### config.mk
export PLATFORM = sky130hd
export DESIGN_NAME = tso_wbuf
export DESIGN_NICKNAME = d
export VERILOG_FILES = /design/src/rtl/tso_wbuf_pkg.sv /design/src/rtl/tso_store_fifo.sv /design/src/rtl/tso_port_arb.sv /design/src/rtl/tso_wbuf.sv
export SDC_FILE = /design/constraint.sdc
export NUM_CORES = 2
export LEC_CHECK = 0
export BUFFER_PORTS_ARGS = -buffer_cell sky130_fd_sc_hd__buf_4
export CORE_MARGIN = 4
export CORE_UTILIZATION = 57
export CTS_CLUSTER_SIZE = 40
export DETAILED_ROUTE_END_ITERATION = 12
export PLACE_DENSITY = 0.78
export SYNTH_ARGS = -nofsm -noshare
export SYNTH_HDL_FRONTEND = slang
export SYNTH_SLANG_ARGS = --single-unit
### constraint.sdc
create_clock -name clk -period 4.85 [get_ports clk]
set_clock_uncertainty 0.15 [all_clocks]
set_input_delay 0.485 -clock clk [delete_from_list [all_inputs] [get_ports clk]]
set_output_delay 0.485 -clock clk [all_outputs]
set_load 0.01 [all_outputs]
### src/rtl/tso_wbuf_pkg.sv
package tso_wbuf_pkg;

    typedef enum logic [2:0] {
        CMD_LOAD      = 3'd0,
        CMD_STORE     = 3'd1,
        CMD_FENCE_ALL = 3'd2,
        CMD_FENCE_ST  = 3'd3,
        CMD_FENCE_LD  = 3'd4
    } cmd_e;

    typedef enum logic [1:0] {
        LD_IDLE = 2'd0,   // no load in progress
        LD_WAIT = 2'd1,   // load missed, waiting for the memory port
        LD_MEM  = 2'd2    // load read issued to memory
    } ld_state_e;

endpackage

### src/rtl/tso_store_fifo.sv
module tso_store_fifo #(
    parameter int DEPTH  = 8,
    parameter int ADDR_W = 32,
    parameter int DATA_W = 32
) (
    input  logic              clk,
    input  logic              rst_n,
    input  logic              push_en,
    input  logic [ADDR_W-1:0] push_addr,
    input  logic [DATA_W-1:0] push_data,
    input  logic              pop_en,
    output logic [ADDR_W-1:0] head_addr,
    output logic [DATA_W-1:0] head_data,
    output logic [$clog2(DEPTH+1)-1:0] fill,
    input  logic [ADDR_W-1:0] look_addr,
    output logic              look_hit,
    output logic [DATA_W-1:0] look_data
);

    localparam int PTR_W = (DEPTH > 1) ? $clog2(DEPTH) : 1;
    localparam int CNT_W = $clog2(DEPTH + 1);

    typedef struct packed {
        logic [DEPTH-1:0][ADDR_W-1:0] addr;
        logic [DEPTH-1:0][DATA_W-1:0] data;
        logic [PTR_W-1:0]             rd;
        logic [PTR_W-1:0]             wr;
        logic [CNT_W-1:0]             fill;
    } fifo_t;

    fifo_t fifo_q, fifo_d;

    always_comb begin
        fifo_d = fifo_q;
        if (push_en) begin
            fifo_d.addr[fifo_q.wr] = push_addr;
            fifo_d.data[fifo_q.wr] = push_data;
            fifo_d.wr              = fifo_q.wr + 1'b1;
        end
        if (pop_en) begin
            fifo_d.rd = fifo_q.rd + 1'b1;
        end
        fifo_d.fill = fifo_q.fill + CNT_W'(push_en) - CNT_W'(pop_en);
    end

    always_ff @(posedge clk) begin
        if (!rst_n) fifo_q <= '0;
        else        fifo_q <= fifo_d;
    end

    assign head_addr = fifo_q.addr[fifo_q.rd];
    assign head_data = fifo_q.data[fifo_q.rd];
    assign fill      = fifo_q.fill;

    // Per-slot liveness and address compare
    logic [DEPTH-1:0] slot_live;
    logic [DEPTH-1:0] slot_match;

    for (genvar s = 0; s < DEPTH; s++) begin : g_slot
        logic [PTR_W-1:0] age;
        assign age           = PTR_W'(s) - fifo_q.rd;
        assign slot_live[s]  = CNT_W'(age) < fifo_q.fill;
        assign slot_match[s] = slot_live[s] && (fifo_q.addr[s] == look_addr);
    end

    // Walk from oldest to youngest; the last hit wins
    logic [PTR_W-1:0] scan_slot;
    always_comb begin
        look_hit  = 1'b0;
        look_data = '0;
        scan_slot = '0;
        for (int i = 0; i < DEPTH; i++) begin
            scan_slot = fifo_q.rd + PTR_W'(i);
            if (slot_match[scan_slot]) begin
                look_hit  = 1'b1;
                look_data = fifo_q.data[scan_slot];
            end
        end
    end

endmodule

### src/rtl/tso_port_arb.sv
module tso_port_arb (
    input  logic port_busy,
    input  logic ld_waiting,
    input  logic st_pending,
    output logic grant_ld,
    output logic grant_st
);

    // Loads win the free port; stores take it only when no load waits
    assign grant_ld = !port_busy && ld_waiting;
    assign grant_st = !port_busy && !ld_waiting && st_pending;

endmodule

### src/rtl/tso_wbuf.sv
module tso_wbuf
    import tso_wbuf_pkg::*;
#(
    parameter int DEPTH  = 8,
    parameter int ADDR_W = 32,
    parameter int DATA_W = 32
) (
    input  logic              clk,
    input  logic              rst_n,
    input  logic              cpu_req_valid,
    input  logic [2:0]        cpu_req_cmd,
    input  logic [ADDR_W-1:0] cpu_req_addr,
    input  logic [DATA_W-1:0] cpu_req_wdata,
    output logic              cpu_req_ready,
    output logic              cpu_rsp_valid,
    output logic [DATA_W-1:0] cpu_rsp_rdata,
    output logic              mem_req_valid,
    output logic              mem_req_we,
    output logic [ADDR_W-1:0] mem_req_addr,
    output logic [DATA_W-1:0] mem_req_wdata,
    input  logic              mem_ack,
    input  logic [DATA_W-1:0] mem_rdata
);

    localparam int CNT_W = $clog2(DEPTH + 1);

    typedef struct packed {
        ld_state_e         ld_st;
        logic [ADDR_W-1:0] ld_addr;
        logic              busy;
        logic              m_we;
        logic [ADDR_W-1:0] m_addr;
        logic [DATA_W-1:0] m_wdata;
        logic              rsp_v;
        logic [DATA_W-1:0] rsp_d;
    } ctl_t;

    ctl_t ctl_q, ctl_d;

    cmd_e              cmd;
    logic              accept;
    logic              push_en;
    logic              pop_en;
    logic              ld_acc;
    logic [ADDR_W-1:0] head_addr;
    logic [DATA_W-1:0] head_data;
    logic [CNT_W-1:0]  sq_count;
    logic              fwd_hit;
    logic [DATA_W-1:0] fwd_data;
    logic              ld_busy;
    logic              buf_empty;
    logic              grant_ld;
    logic              grant_st;

    assign cmd       = cmd_e'(cpu_req_cmd);
    assign ld_busy   = (ctl_q.ld_st != LD_IDLE);
    assign buf_empty = (sq_count == '0);

    always_comb begin
        unique case (cmd)
            CMD_LOAD:      cpu_req_ready = !ld_busy;
            CMD_STORE:     cpu_req_ready = (sq_count != CNT_W'(DEPTH));
            CMD_FENCE_ALL: cpu_req_ready = buf_empty && !ld_busy && !ctl_q.busy;
            CMD_FENCE_ST:  cpu_req_ready = buf_empty;
            CMD_FENCE_LD:  cpu_req_ready = !ld_busy;
            default:       cpu_req_ready = 1'b1;
        endcase
    end

    assign accept  = cpu_req_valid && cpu_req_ready;
    assign push_en = accept && (cmd == CMD_STORE);
    assign ld_acc  = accept && (cmd == CMD_LOAD);

    tso_store_fifo #(
        .DEPTH  (DEPTH),
        .ADDR_W (ADDR_W),
        .DATA_W (DATA_W)
    ) u_fifo (
        .clk       (clk),
        .rst_n     (rst_n),
        .push_en   (push_en),
        .push_addr (cpu_req_addr),
        .push_data (cpu_req_wdata),
        .pop_en    (pop_en),
        .head_addr (head_addr),
        .head_data (head_data),
        .fill      (sq_count),
        .look_addr (cpu_req_addr),
        .look_hit  (fwd_hit),
        .look_data (fwd_data)
    );

    tso_port_arb u_arb (
        .port_busy  (ctl_q.busy),
        .ld_waiting (ctl_q.ld_st == LD_WAIT),
        .st_pending (!buf_empty),
        .grant_ld   (grant_ld),
        .grant_st   (grant_st)
    );

    always_comb begin
        ctl_d       = ctl_q;
        ctl_d.rsp_v = 1'b0;
        pop_en      = 1'b0;

        // New load from the core: forward or queue for memory
        if (ld_acc) begin
            if (fwd_hit) begin
                ctl_d.rsp_v = 1'b1;
                ctl_d.rsp_d = fwd_data;
            end else begin
                ctl_d.ld_st   = LD_WAIT;
                ctl_d.ld_addr = cpu_req_addr;
            end
        end

        // Completion of the request in flight
        if (ctl_q.busy && mem_ack) begin
            ctl_d.busy = 1'b0;
            if (ctl_q.m_we) begin
                pop_en = 1'b1;
            end else begin
                ctl_d.rsp_v = 1'b1;
                ctl_d.rsp_d = mem_rdata;
                ctl_d.ld_st = LD_IDLE;
            end
        end

        // Launch a new request on a free port
        if (grant_ld) begin
            ctl_d.busy   = 1'b1;
            ctl_d.m_we   = 1'b0;
            ctl_d.m_addr = ctl_q.ld_addr;
            ctl_d.ld_st  = LD_MEM;
        end else if (grant_st) begin
            ctl_d.busy    = 1'b1;
            ctl_d.m_we    = 1'b1;
            ctl_d.m_addr  = head_addr;
            ctl_d.m_wdata = head_data;
        end
    end

    always_ff @(posedge clk) begin
        if (!rst_n) ctl_q <= '0;
        else        ctl_q <= ctl_d;
    end

    assign cpu_rsp_valid = ctl_q.rsp_v;
    assign cpu_rsp_rdata = ctl_q.rsp_d;
    assign mem_req_valid = ctl_q.busy;
    assign mem_req_we    = ctl_q.m_we;
    assign mem_req_addr  = ctl_q.m_addr;
    assign mem_req_wdata = ctl_q.m_wdata;

endmodule

==> flow_metrics.env <==
export IMPL_drt_iter0_drc=5811
export IMPL_ios=203
export IMPL_fillers=6055
export IMPL_ir_drop_v=0.0002549
export IMPL_syn_instance_count=4855
export IMPL_clk_latency_ns=0.67
export IMPL_grt_pass1_vias=35700
export IMPL_synthSimpleGateAreaFrac_pct=19.48
export IMPL_yosys_most_used_dff="dfxtp_1"
export IMPL_outcome="finished clean"
export IMPL_drive_gt1_share_pct=16.62
export IMPL_remaining_drc_errors=0
export IMPL_fin_crit_ns=4.458
export IMPL_clkTransAtPathRegs_ns=0.06
export IMPL_synth_adder_area_share_pct=0.6630
export IMPL_grt_first_pass_wirelength_um=212600
export IMPL_fmax_mhz=224.3
export IMPL_hold_slack_ns=0.01756
export IMPL_cp_common_cell="nand2_1"
export IMPL_wl_um=139700
export IMPL_hold_start="cpu_req_wdata[28]"
export IMPL_cp_max_fo=64
export IMPL_dp_hpwl_um=87020
export IMPL_yosysSeqAreaShare_pct=30.74
export IMPL_grt_usage_pct=34.33
export IMPL_root_buffer="clkbuf_16"
export IMPL_yosysWarningCount=0
export IMPL_die_h_um=281.6
export IMPL_finalSetupViolCount=0
export IMPL_rsz0062_at_grt="false"
export IMPL_antenna_found_initial=5
export IMPL_std_cell_rows=100
export IMPL_wl_per_cell_um=24.53
export IMPL_powerDensity_nw_per_um2=309.0
export IMPL_p_leak_nw=15.75
export IMPL_ys_ff_latch=655
export IMPL_slowest_stage="buf_4"
export IMPL_synth_compound_area_share_pct=15.19
export IMPL_die_w_um=281.6
export IMPL_yosys_cell_types_count=66
export IMPL_cp_slowest_stage_delay_ns=0.94
export IMPL_slew_limit_headroom_pct=13.72
export IMPL_required_ns=5.24
export IMPL_crit_arrival_ns=4.85
export IMPL_synth_area_sq_um=42650
export IMPL_synth_edf_count=0
export IMPL_die_area_sq_um=79270
export IMPL_final_hold_violation_count=0
export IMPL_yosys_area_share_xor_xnor_pct=5.503
export IMPL_async_flop_share_pct=0
export IMPL_viasPerCell=6.667
export IMPL_detail_route_antenna_nets=0
export IMPL_layout_setup_ws_ns=0.3922
export IMPL_hold_depth=3
export IMPL_hold_class="in2reg"
export IMPL_finalCritPeriodShare_pct=91.91
export IMPL_placed_cell_area_sq_um=43320
export IMPL_gp_congestion=0.9477
export IMPL_cts_max_level=3
export IMPL_cts_tree="yes"
export IMPL_place_ws_ns=0.5555
export IMPL_stdcell_area_sq_um=46150
export IMPL_fin_nets=4790
export IMPL_synth_top_family_by_area="multiplexers"
export IMPL_syn_num_nets=4980
export IMPL_rrSetupSlack_ns=0.39
export IMPL_syn_area_per_cell_sq_um=8.785
export IMPL_clock_path_buffers=3
export IMPL_core_area_sq_um=74320
export IMPL_muxShareOfSynthArea_pct=21.01
export IMPL_path_class="reg2reg"
export IMPL_grt_max_degree=208
export IMPL_setup_tns_ns=0
export IMPL_postCtsSetupBuffers=0
export IMPL_numCtsBuffers=73
export IMPL_crit_path_end="u_fifo.fifo_q[226]"
export IMPL_worstSetupStartpointType="flip-flop"
export IMPL_numPortBuffers=202
export IMPL_worst_slew_pin_slew_ns=1.291
export IMPL_crit_chain="inv_1 -> ha_1 -> a31oi_1 -> o31ai_1 -> a21oi_1 -> and3_1 -> nand2_1 -> clkinv_1 -> nand2_1 -> nor3b_2 -> buf_4 -> nand2_1 -> a21boi_0"
export IMPL_grt_overflow_total=0
export IMPL_route_vias_total=37980
export IMPL_startpoint="u_fifo.fill[2]"
export IMPL_endpoint_kind="flip-flop"
export IMPL_r2r_start="u_fifo.fill[2]"
export IMPL_reg2reg_depth=13
export IMPL_worstReg2RegEnd="u_fifo.fifo_q[226]"
export IMPL_start_util_pct=57.39
export IMPL_dr_pass1_iters=9
export IMPL_area_delta_synth_final_pct=8.202
export IMPL_maxSlewViolCount=0
export IMPL_drv_cap=0
export IMPL_cts_sinks=655
[report_power, final]
group	internal (mW)	switching (mW)
sequential	5.64	0.223
combinational	1.03	1.45
clock	3.46	2.46
[worst min-delay path by stage]
stage                         end
5_1_grt        u_fifo.fifo_q[180]
4_1_cts        u_fifo.fifo_q[102]
6_report       u_fifo.fifo_q[102]
2_1_floorplan  u_fifo.fifo_q[298]
3_3_place_gp   u_fifo.fifo_q[321]
3_5_place_dp   u_fifo.fifo_q[315]
[synth_stat cells (5+ instances only)]
cell type	n	area share (%)
mux4_2	323	17
xnor2_1	260	5.3
nand3_1	40	0.47
o211ai_1	12	0.21
o21ai_0	71	0.83
o2111ai_1	12	0.25
dfxtp_1	655	31
buf_1	34	0.30
nor4_2	13	0.38
nor2b_1	66	0.97
a222oi_1	32	0.75
buf_6	24	0.63
a21oi_1	73	0.86
nand2_1	1581	14
nand4_1	106	1.6
nand2b_1	33	0.48
buf_2	36	0.42
and2_1	10	0.15
a221o_1	32	0.75
clkbuf_1	304	2.7
o21a_1	5	0.088
nor3b_2	7	0.21
a21boi_0	514	9.0
o211a_1	35	0.82
inv_1	16	0.14
nor3b_1	25	0.44
buf_4	181	3.2
ha_1	21	0.62
a21o_1	5	0.088
o22ai_1	32	0.47
mux2i_1	162	3.8
a311oi_1	32	0.66
nor2_1	46	0.40
[layer usage]
metal | track usage [%] | part of all wire, %
met1 | 45.62 | 37
met2 | 52.24 | 44
met3 | 7.982 | 13
met4 | 18.72 | 6.1
met5 | 0 | 0.0093
[logic make-up (layout without fill, tap and decap cells)]
kind of cell | Yosys count | after routing
AOI/OAI and AO/OA | 873 | 873
xor gates and xnor gates | 265 | 265
adders and majority gates | 22 | 22
buffers and inverters | 600 | 468
DFF | 655 | 655
muxes | 489 | 489
other | 0 | 4
and+or+nand+nor | 1951 | 1951
[metrics by stage]
step / std cells / power, mW / util, %
floorplan: 4855 / 7.669 / -
global placement: 5534 / 8.348 / 58.29
detailed placement: 5534 / 8.392 / 58.29
CTS: 5692 / 14.26 / 62.08
global route: 5693 / 14.68 / 62.09
finish: 5696 / 14.26 / 62.10
[area by class of cell]
| type | count | area (sq um) | share of cell area (%) |
|---|---|---|---|
| multi-input combinational | 3600 | 26560 | 57.55 |
| sequential | 655 | 13120 | 28.44 |
| timing repair buffer | 315 | 2597 | 5.628 |
| clock buffer | 113 | 2137 | 4.630 |
| tap | 969 | 1212 | 2.627 |
| clock inverter | 20 | 431.7 | 0.9353 |
| inverter | 20 | 77.57 | 0.1681 |
| antenna | 4 | 10.01 | 0.02169 |
[cells in the final DEF (no fill, tap or decap), types with 9 or more instances in the layout]
master / Yosys / routed
nand4_1: 106 / 106
dfxtp_1: 655 / 652
dlygate4sd3_1: 0 / 25
nor3b_2: 7 / 9
nand2b_1: 33 / 33
clkbuf_8: 0 / 16
a311oi_1: 32 / 32
nand3_1: 40 / 38
xnor2_1: 260 / 260
o211a_1: 35 / 35
buf_4: 181 / 276
o2111ai_1: 12 / 12
nor3b_1: 25 / 23
a221o_1: 32 / 32
nor4_2: 13 / 12
and2_1: 10 / 10
a21oi_1: 73 / 73
o211ai_1: 12 / 12
clkbuf_1: 304 / 24
o22ai_1: 32 / 32
o21ai_0: 71 / 71
nor2b_1: 66 / 66
buf_12: 0 / 13
a222oi_1: 32 / 32
clkbuf_16: 0 / 73
inv_1: 16 / 13
mux4_2: 323 / 323
nand2_1: 1581 / 1580
ha_1: 21 / 20
mux2i_1: 162 / 162
a21boi_0: 514 / 514
nor2_1: 46 / 43
[worst max-delay path: cells and delay by family, from the launching register on]
family,cells,cell delay [ns]
AOI/OAI and AO/OA,4,0.93
buffers and inverters,3,1.49
and+or+nand+nor,5,1.21
adders and majority gates,1,0.29
DFF,1,0.30
[state kept, by name, indices dropped and copies added, names as in the netlist]
register,flops
u_fifo.fifo_q,518
ctl_q,34
cpu_rsp_rdata,32
mem_req_addr,32
mem_req_wdata,32
u_fifo.fill,4
cpu_rsp_valid,1
mem_req_valid,1
mem_req_we,1
[what timing repair did]
item / CTS / global route
gates resized for setup: 0 / 0
hold buffers: 25 / 0
hold endpoints to repair: 120 / 0
Note: power is estimated with default switching activity, not from simulation.
